<file path="config.mk">
export PLATFORM = sky130hd
export DESIGN_NAME = mtr_resolver
export DESIGN_NICKNAME = d
export VERILOG_FILES = /design/src/rtl/mtr_pkg.sv /design/src/rtl/mtr_regfile.sv /design/src/rtl/mtr_range_unit.sv /design/src/rtl/mtr_resolver.sv
export SDC_FILE = /design/constraint.sdc
export NUM_CORES = 1
export LEC_CHECK = 0
export BUFFER_PORTS_ARGS = -buffer_cell sky130_fd_sc_hd__buf_2
export CAP_MARGIN = 10
export CORE_AREA = 3 3 188 373
export CTS_BUF_LIST = sky130_fd_sc_hd__clkbuf_8
export DETAILED_ROUTE_END_ITERATION = 6
export DIE_AREA = 0 0 191 376
export GPL_TIMING_DRIVEN = 1
export PLACE_DENSITY = 0.57
export SLEW_MARGIN = 5
export SYNTH_ARGS = -nofsm -noshare
export SYNTH_HDL_FRONTEND = slang
export SYNTH_SLANG_ARGS = --single-unit
</file>
<file path="constraint.sdc">
create_clock -name clk -period 4.59 [get_ports clk]
set_input_delay 0 -clock clk [delete_from_list [all_inputs] [get_ports clk]]
set_output_delay 0 -clock clk [all_outputs]
set_load 0.05 [all_outputs]
</file>
<file path="src/rtl/mtr_pkg.sv">
package mtr_pkg;

    typedef logic [2:0] mtype_t;

    localparam mtype_t MT_UC  = 3'd0;
    localparam mtype_t MT_WC  = 3'd1;
    localparam mtype_t MT_WT  = 3'd4;
    localparam mtype_t MT_WP  = 3'd5;
    localparam mtype_t MT_WB  = 3'd6;
    localparam mtype_t MT_UCM = 3'd7;

    // attribute table contents after reset: WB WT UC- UC WB WT UC- UC
    localparam logic [63:0] PAGE_TBL_RST = 64'h0007_0406_0007_0406;

    typedef struct packed {
        logic   en;      // global enable
        logic   low_en;  // first-MiB override enable
        mtype_t dflt;
    } dflt_cfg_t;

    // precedence merge of range-derived and page-derived types
    function automatic mtype_t merge_types(input mtype_t rng, input mtype_t pg);
        if (rng == MT_UC || pg == MT_UC)      return MT_UC;
        else if (pg == MT_WC)                 return MT_WC;
        else if (rng == MT_WT || pg == MT_WT) return MT_WT;
        else                                  return pg;
    endfunction

endpackage

</file>
<file path="src/rtl/mtr_regfile.sv">
module mtr_regfile
    import mtr_pkg::*;
#(
    parameter int PA_W   = 36,
    parameter int NRANGE = 8,
    parameter int IDX_W  = 5,
    localparam int AH_W  = PA_W - 12
) (
    input  logic                        clk,
    input  logic                        rst,
    input  logic                        cfg_we,
    input  logic [IDX_W-1:0]            cfg_idx,
    input  logic [63:0]                 cfg_wdata,
    output dflt_cfg_t                   dflt_q,
    output logic [63:0]                 page_tbl_q,
    output logic [NRANGE-1:0][AH_W-1:0] base_addr_q,
    output logic [NRANGE-1:0][2:0]      base_type_q,
    output logic [NRANGE-1:0][AH_W-1:0] mask_addr_q,
    output logic [NRANGE-1:0]           mask_vld_q
);

    localparam logic [IDX_W-1:0] IDX_DFLT = IDX_W'(0);
    localparam logic [IDX_W-1:0] IDX_PAGE = IDX_W'(1);

    logic unused_wdata;
    assign unused_wdata = ^{cfg_wdata[63:PA_W], cfg_wdata[9:3]};

    always_ff @(posedge clk) begin
        if (rst) begin
            dflt_q     <= '{en: 1'b0, low_en: 1'b0, dflt: MT_UC};
            page_tbl_q <= PAGE_TBL_RST;
        end else if (cfg_we) begin
            if (cfg_idx == IDX_DFLT)
                dflt_q <= '{en: cfg_wdata[11], low_en: cfg_wdata[10], dflt: cfg_wdata[2:0]};
            if (cfg_idx == IDX_PAGE)
                page_tbl_q <= cfg_wdata;
        end
    end

    for (genvar g = 0; g < NRANGE; g++) begin : g_rng
        localparam logic [IDX_W-1:0] IDX_BASE = IDX_W'(2 + 2 * g);
        localparam logic [IDX_W-1:0] IDX_MASK = IDX_W'(3 + 2 * g);

        always_ff @(posedge clk) begin
            if (rst) begin
                base_addr_q[g] <= '0;
                base_type_q[g] <= MT_UC;
                mask_addr_q[g] <= '0;
                mask_vld_q[g]  <= 1'b0;
            end else if (cfg_we) begin
                if (cfg_idx == IDX_BASE) begin
                    base_addr_q[g] <= cfg_wdata[PA_W-1:12];
                    base_type_q[g] <= cfg_wdata[2:0];
                end
                if (cfg_idx == IDX_MASK) begin
                    mask_addr_q[g] <= cfg_wdata[PA_W-1:12];
                    mask_vld_q[g]  <= cfg_wdata[11];
                end
            end
        end
    end

    // without a write strobe the attribute table holds
    p_hold_table_r2: assert property (@(posedge clk) disable iff (rst)
        !cfg_we |=> $stable(page_tbl_q));

endmodule

</file>
<file path="src/rtl/mtr_range_unit.sv">
module mtr_range_unit
    import mtr_pkg::*;
#(
    parameter int PA_W   = 36,
    parameter int NRANGE = 8,
    localparam int AH_W  = PA_W - 12
) (
    input  logic                        clk,
    input  logic                        rst,
    input  logic [PA_W-1:0]             addr,
    input  dflt_cfg_t                   dflt_q,
    input  logic [NRANGE-1:0][AH_W-1:0] base_addr_q,
    input  logic [NRANGE-1:0][2:0]      base_type_q,
    input  logic [NRANGE-1:0][AH_W-1:0] mask_addr_q,
    input  logic [NRANGE-1:0]           mask_vld_q,
    output mtype_t                      rng_type
);

    logic [NRANGE-1:0] hit, hit_uc, hit_wt, hit_other;
    logic              low_region;
    mtype_t            first_type;

    logic unused_addr;
    assign unused_addr = ^addr[11:0];

    assign low_region = (addr[PA_W-1:20] == '0);

    for (genvar g = 0; g < NRANGE; g++) begin : g_cmp
        assign hit[g]       = mask_vld_q[g] &&
                              (((addr[PA_W-1:12] ^ base_addr_q[g]) & mask_addr_q[g]) == '0);
        assign hit_uc[g]    = hit[g] && (base_type_q[g] == MT_UC);
        assign hit_wt[g]    = hit[g] && (base_type_q[g] == MT_WT);
        assign hit_other[g] = hit[g] && (base_type_q[g] != MT_WT) && (base_type_q[g] != MT_WB);
    end

    always_comb begin
        first_type = MT_UC;
        for (int i = NRANGE - 1; i >= 0; i--)
            if (hit[i]) first_type = base_type_q[i];
    end

    always_comb begin
        if (!dflt_q.en)                         rng_type = MT_UC;
        else if (dflt_q.low_en && low_region)   rng_type = dflt_q.dflt;
        else if (hit == '0)                     rng_type = dflt_q.dflt;
        else if (|hit_uc)                       rng_type = MT_UC;
        else if (|hit_wt && !(|hit_other))      rng_type = MT_WT;
        else                                    rng_type = first_type;
    end

    p_disabled_uc_r5: assert property (@(posedge clk) disable iff (rst)
        !dflt_q.en |-> rng_type == MT_UC);

    p_uc_wins_r8: assert property (@(posedge clk) disable iff (rst)
        (dflt_q.en && !(dflt_q.low_en && low_region) && |hit_uc) |-> rng_type == MT_UC);

    p_nomatch_default_r7: assert property (@(posedge clk) disable iff (rst)
        (dflt_q.en && hit == '0) |-> rng_type == dflt_q.dflt);

    p_low_override_r9: assert property (@(posedge clk) disable iff (rst)
        (dflt_q.en && dflt_q.low_en && low_region) |-> rng_type == dflt_q.dflt);

endmodule

</file>
<file path="src/rtl/mtr_resolver.sv">
module mtr_resolver
    import mtr_pkg::*;
#(
    parameter int PA_W   = 36,
    parameter int NRANGE = 8,
    localparam int IDX_W = $clog2(2 + 2 * NRANGE + 1),
    localparam int AH_W  = PA_W - 12
) (
    input  logic             clk,
    input  logic             rst,
    input  logic             cfg_we,
    input  logic [IDX_W-1:0] cfg_idx,
    input  logic [63:0]      cfg_wdata,
    input  logic             req_valid,
    input  logic [PA_W-1:0]  req_addr,
    input  logic             req_wt,
    input  logic             req_cd,
    input  logic             req_sel,
    output logic             rsp_valid,
    output logic [2:0]       rsp_type
);

    dflt_cfg_t                   dflt_q;
    logic [63:0]                 page_tbl_q;
    logic [NRANGE-1:0][AH_W-1:0] base_addr_q, mask_addr_q;
    logic [NRANGE-1:0][2:0]      base_type_q;
    logic [NRANGE-1:0]           mask_vld_q;
    mtype_t                      rng_type, page_type;
    logic [2:0]                  page_idx;

    mtr_regfile #(.PA_W(PA_W), .NRANGE(NRANGE), .IDX_W(IDX_W)) u_regs (
        .clk         (clk),
        .rst         (rst),
        .cfg_we      (cfg_we),
        .cfg_idx     (cfg_idx),
        .cfg_wdata   (cfg_wdata),
        .dflt_q      (dflt_q),
        .page_tbl_q  (page_tbl_q),
        .base_addr_q (base_addr_q),
        .base_type_q (base_type_q),
        .mask_addr_q (mask_addr_q),
        .mask_vld_q  (mask_vld_q)
    );

    mtr_range_unit #(.PA_W(PA_W), .NRANGE(NRANGE)) u_rng (
        .clk         (clk),
        .rst         (rst),
        .addr        (req_addr),
        .dflt_q      (dflt_q),
        .base_addr_q (base_addr_q),
        .base_type_q (base_type_q),
        .mask_addr_q (mask_addr_q),
        .mask_vld_q  (mask_vld_q),
        .rng_type    (rng_type)
    );

    assign page_idx  = {req_sel, req_cd, req_wt};
    assign page_type = page_tbl_q[8 * page_idx +: 3];

    always_ff @(posedge clk) begin
        if (rst) begin
            rsp_valid <= 1'b0;
            rsp_type  <= MT_UC;
        end else begin
            rsp_valid <= req_valid;
            if (req_valid) rsp_type <= merge_types(rng_type, page_type);
        end
    end

    p_rsp_follow_r1: assert property (@(posedge clk) disable iff (rst)
        req_valid |=> rsp_valid);

    p_rsp_idle_r1: assert property (@(posedge clk) disable iff (rst)
        !req_valid |=> !rsp_valid);

    p_page_uc_r10: assert property (@(posedge clk) disable iff (rst)
        (req_valid && page_type == MT_UC) |=> rsp_type == MT_UC);

    p_range_uc_r10: assert property (@(posedge clk) disable iff (rst)
        (req_valid && rng_type == MT_UC) |=> rsp_type == MT_UC);

endmodule

</file>
==> results.md, run 1 <==
Status:
- The flow ran to the end, and the final reports show no timing, DRC or antenna violations.

Clock network:
- TritonCTS built the clock tree.
- Clock latency on the worst-skew pair, taken at its later pin, is between 0.6 and 0.7 ns.
- The number of buffers inserted by post-CTS setup repair is 0.
- Clock tree synthesis found a total of between 400 and 500 sinks.
- The cell sitting at the root of the clock tree is a clkbuf_8.
- The longest clock path from root to sink contains 3 buffers.
- The register clock-pin slew on the reported worst setup and hold paths is 0.07 ns.
- The H-tree level count is 3.
- Buffers inserted during clock tree synthesis total roughly 70.

Power:
- The internal portion of the total power is approximately 5.9 mW.
- The share of power burned in combinational logic is 0.076.
- The worst-case IR drop observed on VDD is 0.000155 V.
- The analysis attributes to net switching a power of around 2.2 mW.
- Summed over all cells, the static leakage comes to around 8.1 nW.
- The sequential share of power is 0.487.
- The power share of the clock group is 0.437.
- The power density of the placed cells is between 300 and 400 mW/mm2.
- The net switching fraction of the power is 0.266.

Finish:
- The area growth from synthesis to layout is 14.4%.
- The fraction of final layout cells sized beyond drive strength 1 is 0.0922.
- The net total in the final layout is around 2800.
- The final non-filler cell total is approximately 3600.

STA:
- The clock skew after layout is around 0.033 ns.
- The worst-case hold slack is slightly below 0.07 ns.
- The peak clock frequency supported by timing is 0.318 GHz.
- The total negative slack is 0 ns.
- The measured slew at the worst slew-check pin is between 1 and 1.5 ns.
- Setup repair after global routing left no endpoint under its margin.
- The count of pins over their slew limit is 0.
- The post-route fraction of the period consumed by the critical path is 0.685.
- The final hold violation count came to 0.
- The worst slew margin relative to its limit is 0.148.
- Counting I/O delays and the setup requirement, the final critical path takes ~3.1 ns.
- The setup violation total in the final timing report is 0.

Floorplanning:
- The effective utilization at floorplan is 0.297.
- During I/O placement, the number of pins put on the boundary was about 120.
- The total die area is 0.0718 mm2.
- The initialized floorplan defines 135 standard-cell rows.
- The standard cell core area is 0.0677 mm2.
- The chip height is 376 um.
- Measured along the x axis, the die boundary spans ~190 um.

Synth:
- Among all flip-flop cells after synthesis, the most frequent one is dfxtp_1.
- Yosys printed 0 warnings.
- The most numerous cell in the Yosys netlist is nand2_1.
- The total of flip-flops plus latches after synthesis is approximately 450.
- The gate count after technology mapping is 2631.
- The total nets after synthesis is 2743.
- The average cell area after synthesis is about 7.6 um2.
- The distinct cell type count of the synthesized netlist is 61.
- In the synthesized netlist the async set-or-reset flop fraction comes to 0.
- Counting instances in the post-synthesis netlist gives the leading cell types as nand2_1, dfxtp_1, a21oi_1.
- The sequential cell area fraction in the yosys report is 0.447.
- By area the synthesized netlist is led by dfxtp_1, nand2_1, a21oi_1, xor2_1, a22oi_1.
- The library cell with the largest summed area after synthesis is dfxtp_1.
- The summed instance area of the synthesized netlist is slightly above 0.02 mm2.
- The share of Yosys cell area claimed by the top area cell type is 0.447.
- The number of synthesized flops with an enable pin is 0.

GRT:
- The first-pass GRT wire length is around 120000 um.
- For this run the aggregate overflow at the end of global routing stands at 0.
- The pin count of the biggest net entering global routing is between 150 and 200.
- The number of antenna violations at the first check in global routing came to 7.
- The number of global-route vias before repair was 17846.
- The global-route usage over all layers is 0.216.

Routing:
- In the routed layout, each cell is associated on average with a via count of 5.19.
- The iteration-0 DRC count of the detailed router is around 1500.
- The highest metal layer with signal wires is met5.
- The overall via count from detail_route is 18654.
- For this block, the routed nets add up to ~80000 um of wire.
- The routed wire length on met2 is ~40000 um.
- In the routed design, unresolved DRC markers number 0.
- The met1 layer wirelength in the final routing is between 30000 and 40000 um.
- Detailed routing placed a total of between 4000 and 5000 um of wire on met3.
- In the final routed layout, each cell accounts on average for 22.1 um.
- The count of nets left with antenna violations once routing finished came out at 0.
- The pre-antenna-repair detailed-routing pass consisted of 5 iterations.

Placement:
- The placer congestion estimate is 0.957.
- Counting tap cells, the placed design contains a total of ~3400 instances.
- Input and output buffers added on the ports amount to 79.
- The detailed placement HPWL is around 51000 um.

Worst setup path:
- The critical path ends at rsp_type[0].
- At the worst endpoint, the arrival time is roughly 3.8 ns.
- The worst reg2reg path startpoint is u_regs.base_addr_q[118].
- The worst setup path is captured at a flop.
- In this run the critical register-to-register path is captured at rsp_type[0].
- The setup check on the worst reg-to-reg path leaves a slack of ~1.4 ns.
- At the worst endpoint, the required time is ~5.2 ns.
- The highest net fanout along the worst path is 6.
- The classification of the worst setup path is flop to flop.
- The startpoint kind of the worst setup timing path is a flop.
- The number of cells traversed by the worst register-to-register path is 9.
- The origin of the worst setup path is u_regs.base_addr_q[118].

Min path:
- The path class of the tightest hold or removal check is primary input to flop.

Job:
- The number of violations of the max-capacitance limit is 0.
## repair_timing
item | 4_1_cts | 5_1_grt
hold buffers | 56 | 0
endpoints found under the setup margin | 0 | 0
gates resized for setup | 0 | 0
hold endpoints to repair | 449 | 0
## stage by stage
stage / total power [mW] / util / worst slack (ns) / instance area (um2)
2_1_floorplan: 4.35 / - / 2.17 / 20100
3_3_place_gp: 4.61 / 0.310 / 1.35 / 21000
3_5_place_dp: 4.61 / 0.310 / 1.37 / 21000
4_1_cts: 8.16 / 0.340 / 1.50 / 23000
5_1_grt: 8.34 / 0.340 / 1.28 / 23000
6_report: 8.10 / 0.340 / 1.45 / 23000
## power groups by stage
| stage | registers (mW) | logic (mW) | clock network, mW |
|---|---|---|---|
| after floorplan | 4.03 | 0.317 | 0 |
| after global placement | 4.03 | 0.573 | 0 |
| after detailed placement | 4.03 | 0.573 | 0 |
| after CTS | 3.95 | 0.610 | 3.60 |
| after global routing | 3.95 | 0.641 | 3.75 |
| final | 3.95 | 0.616 | 3.54 |
## worst max-delay path: stages, from the launching register on
cell	delay, ns
dfxtp_1	0.32
xor2_1	0.16
a22oi_1	0.32
nand4_1	0.17
nor4_2	0.85
or2_2	0.29
o31a_2	0.22
nand4_2	0.14
nor4b_1	0.39
o41a_1	0.22
## kinds of logic after synthesis
| family | Yosys count | synth area share |
|---|---|---|
| compound gates | 606 | 0.175 |
| xor+xnor | 192 | 0.0836 |
| buf+inv | 215 | 0.0439 |
| flops | 449 | 0.447 |
| mux | 15 | 0.0113 |
| simple gates | 1154 | 0.239 |
## final cells by class
class	count	area [um2]
diodes	4	10.0
clock buffers	87	1200
clock inverters	30	223
fillers	7189	44700
inverters	8	30.0
multi-input cells	1967	10300
flip-flops and latches	449	8990
well taps	890	1110
repair buffers	161	1170
## sequential cells by signal, indices dropped and copies added (netlist names)
register	cells
rsp_valid	1
u_regs.dflt_q	5
u_regs.base_type_q	24
u_regs.base_addr_q	192
u_regs.mask_addr_q	192
u_regs.mask_vld_q	8
u_regs.page_tbl_q	24
rsp_type	3
## placed cells by master, fill, tap and decap left out, drive strengths merged, types with 4 or more instances in the layout
cell and instances:
nor4 15, nand4 54, nor2b 5, nor2 40
o21ai 6, dfxtp 449, inv 24, clkinvlp 5
nand2 950, dlygate4sd3 56, a222oi 5, clkbuf 87
xor2 192, clkinv 6, nand3 22, diode 4
nand2b 13, mux4 6, nand3b 17, buf 105
a21oi 434, nor3 17, mux2i 8, a22oi 136
## how the worst min path moves through the flow
stage                  start                     to  depth (start not counted)
2_1_floorplan  cfg_wdata[10]  u_regs.page_tbl_q[10]                          2
3_3_place_gp   cfg_wdata[48]  u_regs.page_tbl_q[48]                          3
3_5_place_dp   cfg_wdata[48]  u_regs.page_tbl_q[48]                          3
4_1_cts        cfg_wdata[48]  u_regs.page_tbl_q[48]                          4
5_1_grt        cfg_wdata[49]  u_regs.page_tbl_q[49]                          4
6_report       cfg_wdata[48]  u_regs.page_tbl_q[48]                          4
## per-layer routing
metal	vias up	track usage
met4	6	0.140
met5	-	0
met1	8948	0.244
met2	616	0.373
met3	220	0.0350
li1	8864	-
(Power assumes the default switching activity.)
==> run 2: changes to the inputs <==
ABC_AREA = 1   (was default)
CORE_AREA = 3 3 191 380   (was 3 3 188 373)
DIE_AREA = 0 0 194 383   (was 0 0 191 376)
PLACE_DENSITY = 0.58   (was 0.57)
clock period = 2.55 ns   (was 4.59 ns; I/O delays follow)
==> run 2 against run 1 <==
Effect of this change:
- the flow now finishes with violations (setup timing)
- combinational power is 120% higher
- synthesized cell count grew 18%
- wire length is 19% higher
- non-clock buffer count is 210 higher
- final area is 12% higher
- critical path type unchanged
- area after synthesis up 4.3%
- hold slack got worse by 0.0017 ns
- largest power group unchanged
==> results.md, run 2 <==
Synth:
- The warning count from the yosys run is 0 (unchanged).
- The share of Yosys cell area claimed by the top area cell type is 0.429 (-0.0182).
- The total of flip-flops plus latches after synthesis is 449 (unchanged).
- The number of synthesized flops with an enable pin is 0 (unchanged).
- The summed instance area of the synthesized netlist is 0.0210 mm2 (+4.3%).
- The average cell area after synthesis is 6.74 um2 (-12%).
- The most numerous cell in the Yosys netlist is nand2_1.
- Ranked by instance count, the synthesized netlist is headed by nand2_1, dfxtp_1, a21oi_1.
- Sorting the synthesized cells by area gives the leading types as dfxtp_1, nand2_1, a21oi_1, nand3_1, o21ai_0.
- The gate count after technology mapping was 3113 (+18%).
- The sequential cell area fraction in the yosys report is 0.429 (-0.0182).
- The dominant register cell in the synthesized netlist is dfxtp_1.
- The distinct cell type count of the synthesized netlist is 41 (-33%).
- The total nets after synthesis was 3225 (+18%).
- The share of synthesized registers carrying an async set or reset is 0 (unchanged).
- The synthesized design spends more area on one cell type than any other, namely dfxtp_1.

Floorplanning:
- The die width is 194 um (+1.6%).
- The standard cell core area is 0.0699 mm2 (+3.3%).
- The total die area is 0.0743 mm2 (+3.5%).
- The effective utilization at floorplan is 0.300 (+0.00288).
- The number of placement rows was 137 (+1.5%).
- The chip height is 383 um (+1.9%).
- The number of top-level design ports is 116 (unchanged).

Finish:
- The post-route standard cell area excluding fillers is 0.0258 mm2 (+12%).
- The fraction of final layout cells sized beyond drive strength 1 came to 0.149 (+0.0566).
- The net total in the final layout is 3457 (+25%).
- The core occupancy in the finished layout was 0.369 (+0.0296).
- In the final layout, the registers with the most flip-flops are u_regs.base_addr_q (192), u_regs.mask_addr_q (192).
- The area growth from synthesis to layout is 23.2%.
- The top cell types in the final layout, fill and taps aside, are nand2_1, dfxtp_1, a21oi_1.
- The most frequent standard cell in the layout excluding fill and tap cells is nand2_1.

GRT:
- The pin count of the biggest net entering global routing is 142 (-25%).
- The number of antenna violations at the first check in global routing is 3 (-4).
- The global-route usage over all layers is 0.247 (+0.0307).
- The sum of overflow across all layers after global routing is 0 (unchanged).
- The first-pass GRT wire length is 138000 um (+19%).
- The number of global-route vias before repair is 21173 (+19%).

STA:
- The final hold violation count was 0 (unchanged).
- The setup violation total in the final timing report is 2 (+2).
- The worst slew margin relative to its limit came to 0.464 (+0.316).
- The peak clock frequency supported by timing is 0.388 GHz (+22%).
- The post-route worst setup slack is -0.0263 ns (-1.47 ns).
- The post-layout minimum cycle time is 2.58 ns (-0.568 ns).
- The total negative slack was -0.0486 ns (-0.0486 ns).
- The worst-case hold slack came to 0.0669 ns (-0.00170 ns).
- The count of pins over their slew limit is 0 (unchanged).
- The clock skew after layout was 0.0318 ns (-0.000909 ns).
- The measured slew at the worst slew-check pin is 0.804 ns (-0.456 ns).
- Setup repair after global routing could not meet its margin everywhere.
- The post-route fraction of the period consumed by the critical path is 1.01 (+0.325).

Worst setup path:
- The highest net fanout along the worst path was 7 (+1).
- In this run the worst setup path begins at u_regs.base_addr_q[53].
- The endpoint of the worst-slack reg-to-reg timing path is rsp_type[2].
- The classification of the worst setup path is flop to flop.
- The stage delay of the slowest cell on the critical path came to 0.33 ns (-0.52 ns).
- The buffer and inverter count on the worst path is 1 (+1).
- The standard cell with the maximum stage delay on the critical path is dfxtp_2.
- The register-to-register path setup slack is -0.03 ns (-1.47 ns).
- Walking the worst path, the cells encountered are nor2_1 > nor2_1 > nand2_1 > buf_12 > nand2_2 > nor2_1 > nand3_1 > nor3_4 > nand2_4 > nor2_4 > nand2_2 > nand2_1 > nor2_1 > nand2_1 > nand2_2 > nand3_2 > nand2_2 > nand2_2 > nand2_4 > a21oi_2 > nand2_1 > a21oi_2.
- The number of cells traversed by the worst register-to-register path is 22 (+13).
- The total number of cells along the worst setup path is 22 (+13).
- The required time at the worst-slack endpoint is 3.17 ns (-2.05 ns).
- The worst setup path endpoint is rsp_type[2].
- The arrival time of the worst setup path is 3.20 ns (-0.58 ns).
- The endpoint type of the worst setup path is a flop.
- The startpoint kind of the worst setup timing path is a flop.
- The cell that appears most often on the critical path is nand2_2.
- The worst reg2reg path startpoint is u_regs.base_addr_q[53].
- The largest delay contributor family on the critical path is simple AND/OR/NAND/NOR gates.

Routing:
- The via count normalized by instance count is 5.16 (-0.47%).
- The remaining antenna violation count was 0 (unchanged).
- The detailed-route wire length is 94600 um (+19%).
- The total DRC errors in the routed layout is 0 (unchanged).
- The overall via count from detail_route came to 22195 (+19%).
- The average routed wire per standard cell is 22.0 um (-0.31%).
- The iteration-0 DRC count of the detailed router is 1782 (+21%).
- The number of detailed-route iterations in the first pass is 5 (unchanged).

Placement:
- The standard cell area after detailed placement came to 0.0236 mm2 (+12%).
- The placer congestion estimate is 0.973 (+1.7%).
- The count of buffers inserted at the top-level ports is 79 (unchanged).
- The detailed placement HPWL is 67400 um (+32%).

Power:
- The worst IR drop on VDD is 0.000315 V (+100%).
- The power density of the placed cells was 574 mW/mm2 (+63%).
- The total leakage power is 10.1 nW (+25%).
- The total chip power is 14.8 mW (+83%).

Job:
- The number of violations of the max-capacitance limit is 0 (unchanged).

Clock network:
- The CTS tree is built.
- The H-tree level count was 3 (unchanged).
- The number of CTS-inserted buffers is 69 (unchanged).
- The register clock-pin slew on the reported worst setup and hold paths was 0.08 ns (about the same).
- The tree is rooted in a clkbuf_8.
- The largest buffer count on any clock path is 3 (unchanged).
- The number of sinks driven by the clock tree is 449 (unchanged).
- The latest clock arrival within the worst-skew pair came to 0.69 ns (about the same).

Min path:
- The type of the tightest min-delay check is primary input to flop.

Status:
- The final reports fail on setup timing.
- The flow ran to the end, but the final reports show violations.
-- run 2: cell types whose count changed in the layout (fill, tap and decap cells not counted), sizes merged, moves of 14 or more --
cell / previous run / this run
o21ai: 6 / 302
nor2: 40 / 258
buf: 105 / 301
xor2: 192 / 1
nand3b: 17 / 2
a21oi: 434 / 414
inv: 24 / 305
nand3: 22 / 360
a22oi: 136 / 0
dlygate4sd3: 56 / 70
nand2: 950 / 723
-- run 2: layer usage --
metal / routed length [um] / global-route usage
met1: 32900 / 0.255
met2: 45700 / 0.427
met3: 5200 / 0.0366
met4: 10800 / 0.229
met5: 0 / 0
-- run 2: layout make-up --
class                      count  area (um2)
fill                        7474       44100
clock inverter                35         225
inverter                     279        1080
multi-input combinational   2175       10200
antenna                        2        5.00
clock buffer                  85        1170
tap                          903        1130
sequential                   449        8990
timing repair buffer         371        3070
-- run 2: logic make-up (layout without fill, tap and decap cells) --
group                     after synthesis  in the layout  synth area share
and+or+nand+nor                      1440           1440             0.298
buffers and inverters                 489            770            0.0946
other                                   0              2                 0
AOI/OAI and AO/OA                     734            734             0.178
xor gates and xnor gates                1              1          0.000418
DFF                                   449            449             0.429
-- run 2: worst min-delay path by stage --
stage | from | end | slack [ns] | cells past startpoint
4_1_cts | cfg_wdata[10] | u_regs.page_tbl_q[10] | 0.02 | 4
3_5_place_dp | cfg_wdata[49] | u_regs.page_tbl_q[49] | 0.20 | 3
2_1_floorplan | cfg_wdata[10] | u_regs.page_tbl_q[10] | 0.11 | 2
5_1_grt | cfg_wdata[42] | u_regs.page_tbl_q[42] | 0.07 | 4
3_3_place_gp | cfg_wdata[49] | u_regs.page_tbl_q[49] | 0.20 | 3
6_report | cfg_wdata[42] | u_regs.page_tbl_q[42] | 0.07 | 4
-- run 2: what timing repair did --
item	in CTS	in global routing
hold buffers	70	0
buffers inserted	0	1
resized for setup	8	23
setup endpoints to repair	3	5
endpoints found under the hold margin	449	0
pin swaps	2	16
-- run 2: worst min-delay path, stage by stage --
cell and delay (ns):
dlygate4sd3_1 0.52, buf_2 0.11, nand2_1 0.05, nand3_1 0.05
-- run 2: metrics by stage --
stage          std cells  setup slack, ns
4_1_cts             4296           0.0262
3_3_place_gp        4106           -0.247
3_5_place_dp        4106           -0.283
6_report            4299          -0.0263
5_1_grt             4298           -0.227
2_1_floorplan       3113            0.633
-- run 2: where the power goes --
part / internal [mW] / switching [mW]
clock network: 3.24 / 3.11
registers: 7.09 / 0.0404
logic: 0.437 / 0.920
==> run 3: changes to the inputs <==
PLACE_DENSITY = default   (was 0.58)
SETUP_SLACK_MARGIN = 0.4   (was default)
==> run 3 against run 2 <==
Effect of this change:
- the run now ends clean
- global-route usage up 0.37 points
- hold slack better by 0.060 ns
- critical path depth down 5
- highest routed layer unchanged
- utilization up 0.21 points
- setup slack better by 0.17 ns
- non-clock buffer count down 23
- sequential share of layout area down 0.17 points
- critical endpoint unchanged
==> results.md, run 3 (same netlist as run 2, synthesis figures left out) <==
Finish:
- The final non-filler cell total came to 4279 (-0.47%).
- Leaving out fill and tap cells, the most frequent cells in the layout are nand2_1, dfxtp_1, a21oi_1.
- The area added between synthesis and finish is 23.9%.
- The total of fill cells in the finished design is 7522 (+0.64%).
- The most frequent standard cell in the layout excluding fill and tap cells is nand2_1.
- The largest registers in the layout are u_regs.base_addr_q (192), u_regs.mask_addr_q (192).
- The core occupancy in the finished layout was 0.371 (+0.00215).
- The fraction of final layout cells sized beyond drive strength 1 came to 0.167 (+0.0178).
- The net total in the final layout is 3434 (-0.67%).

Worst setup path:
- The worst setup path is captured at a flop.
- The register-to-register path setup slack is 0.14 ns (+0.17 ns).
- The required time at the worst-slack endpoint is 3.09 ns (-0.08 ns).
- The number of cells traversed by the worst register-to-register path is 17 (-23%).
- The startpoint kind of the worst setup timing path is a flop.
- The classification of the worst setup path is flop to flop.
- The highest net fanout along the worst path is 3 (-4).
- The arrival time of the worst setup path is 2.95 ns (-0.25 ns).

STA:
- The worst slew margin relative to its limit was 0.485 (+0.0213).
- The measured slew at the worst slew-check pin is 0.772 ns (-0.0320 ns).
- The post-route fraction of the period consumed by the critical path was 0.944 (-0.0665).
- The count of pins over their slew limit came to 0 (unchanged).
- The worst-case hold slack is 0.127 ns (+0.0599 ns).
- The peak clock frequency supported by timing came to 0.416 GHz (+7.1%).
- The total negative slack is 0 ns (+0.0486 ns).
- The clock skew after layout is 0.0427 ns (+0.0109 ns).
- The final hold violation count is 0 (unchanged).
- The post-layout minimum cycle time is 2.41 ns (-0.170 ns).
- The setup violation total in the final timing report came to 0 (-2).
- Setup repair after global routing could not meet its margin everywhere.

GRT:
- The most utilized layer in the global route result is met2.
- The fraction of met1 tracks used by global routing is 0.254 (-0.000697).
- The number of global-route vias before repair came to 21264 (+0.43%).
- The pin count of the biggest net entering global routing was 135 (-4.9%).
- The routing usage on met2 was 0.436 (+0.00882).
- The global-route usage over all layers is 0.251 (+0.00365).
- The number of antenna violations at the first check in global routing is 7 (+4).
- The met3 layer usage reported by global route is 0.0399 (+0.00325).
- The sum of overflow across all layers after global routing came to 0 (unchanged).
- The first-pass GRT wire length was 139000 um (+0.57%).

Routing:
- The average routed wire per standard cell is 22.5 um (+2.4%).
- The detailed-route wire length is 96400 um (+1.9%).
- The via count normalized by instance count was 5.22 (+1.2%).
- The number of detailed-route iterations in the first pass was 6 (+1).
- The iteration-0 DRC count of the detailed router is 1889 (+6.0%).
- The total DRC errors in the routed layout came to 0 (unchanged).
- The overall via count from detail_route is 22354 (+0.72%).
- The remaining antenna violation count is 0 (unchanged).

Floorplanning:
- The number of top-level design ports is 116 (unchanged).
- The effective utilization at floorplan was 0.300 (unchanged).
- The die width was 194 um (unchanged).
- The total die area is 0.0743 mm2 (unchanged).
- The number of placement rows was 137 (unchanged).
- The standard cell core area is 0.0699 mm2 (unchanged).
- The chip height is 383 um (unchanged).

Clock network:
- The H-tree level count is 3 (unchanged).
- The largest buffer count on any clock path is 3 (unchanged).
- In this run the clock root is driven by a clkbuf_8.
- The latest clock arrival within the worst-skew pair came to 0.72 ns (+0.03 ns).
- The CTS tree is built.
- The number of sinks driven by the clock tree was 449 (unchanged).
- The number of CTS-inserted buffers is 69 (unchanged).
- The register clock-pin slew on the reported worst setup and hold paths came to 0.07 ns (about the same).

Power:
- The share of power burned in combinational logic is 0.092 (about the same).
- The total chip power is 14.8 mW (-0.37%).
- The internal power summed over all cells was 10.6 mW (-1.2%).
- The power share of the clock group was 0.425 (-0.003).
- The total leakage power came to 10.0 nW (-0.71%).
- The power density of the placed cells is 569 mW/mm2 (-0.94%).
- The sequential share of power was 0.482 (+0.002).
- The switching power summed over all nets is 4.15 mW (+1.8%).
- The worst IR drop on VDD is 0.000316 V (+0.24%).
- The net switching fraction of the power is 0.280 (+0.00592).

Placement:
- The count of buffers inserted at the top-level ports was 79 (unchanged).
- The total placed cells including tap cells is 4089 (-0.41%).
- The detailed placement HPWL is 68300 um (+1.4%).
- The placer congestion estimate is 0.984 (+1.1%).

Min path:
- The number of cells on the worst hold path is 4 (unchanged).
- The worst hold path belongs to the class primary input to flop.

Job:
- The number of violations of the max-capacitance limit is 0 (unchanged).

Status:
- The flow ran to the end, and the final reports show no timing, DRC or antenna violations.
run 3: cell count changes in the layout (fill, tap and decap cells not counted), sizes merged:
cell,previous run,this run
buf,301,286
clkinv,6,4
clkbuf,85,88
diode,2,3
clkinvlp,1,4
dlygate4sd3,70,62
bufinv,2,0
run 3: stage by stage:
stage          cell area [um2]  setup slack, ns
6_report                 26000            0.143
5_1_grt                  26000          -0.0725
4_1_cts                  25800            0.162
3_5_place_dp             23500           -0.320
3_3_place_gp             23500           -0.308
2_1_floorplan            21000            0.633
run 3: what timing repair did:
item | CTS | global route
buffers inserted | 2 | 1
hold buffers | 62 | 0
gates resized for setup | 82 | 54
pin swaps | 15 | 12
cloned | 0 | 0
setup endpoints to repair | 3 | 16
hold endpoints to repair | 449 | 0
run 3: final timing paths:
| path | startpoint | end |
|---|---|---|
| worst max-delay path | u_regs.base_addr_q[83] | rsp_type[2] |
| worst min register to register | u_regs.base_addr_q[149] | u_regs.base_addr_q[149] |
| worst min-delay path | cfg_wdata[10] | u_regs.dflt_q[3] |
| worst max register to register | u_regs.base_addr_q[83] | rsp_type[2] |
run 3: metal layers:
| layer | part of all wire | vias up |
|---|---|---|
| met1 | 0.34 | 10434 |
| met2 | 0.49 | 919 |
| met3 | 0.062 | 346 |
| met4 | 0.11 | 0 |
| li1 | - | 10655 |
| met5 | 0 | - |
run 3: worst max-delay path: stages (launching register included):
cell	delay [ns]
dfxtp_1	0.35
nand2_1	0.06
nand2_1	0.06
nor2_1	0.11
a31oi_1	0.29
nand4_1	0.23
nor4_1	0.21
nand4_1	0.16
nand4_1	0.19
nor2_1	0.10
nand2_1	0.07
nand2_1	0.06
nand2_2	0.08
inv_1	0.04
nand2_1	0.05
nand2_1	0.04
nand2_1	0.08
a21oi_2	0.05
run 3: power by group through the flow:
stage | sequential, mW | combinational [mW] | clock, mW
4_1_cts | 7.13 | 1.34 | 6.39
3_3_place_gp | 7.28 | 1.24 | 0
2_1_floorplan | 7.28 | 0.660 | 0
3_5_place_dp | 7.28 | 1.25 | 0
6_report | 7.13 | 1.36 | 6.29
5_1_grt | 7.13 | 1.46 | 6.64
run 3: layout make-up:
cell class	count	area, um2	area share
inverter	279	1090	0.0418
clock buffer	88	1210	0.0466
antenna	3	7.51	0.000289
multi-input combinational	2175	10500	0.404
sequential	449	9000	0.346
tap	903	1130	0.0435
clock inverter	34	175	0.00674
timing repair buffer	348	2880	0.111
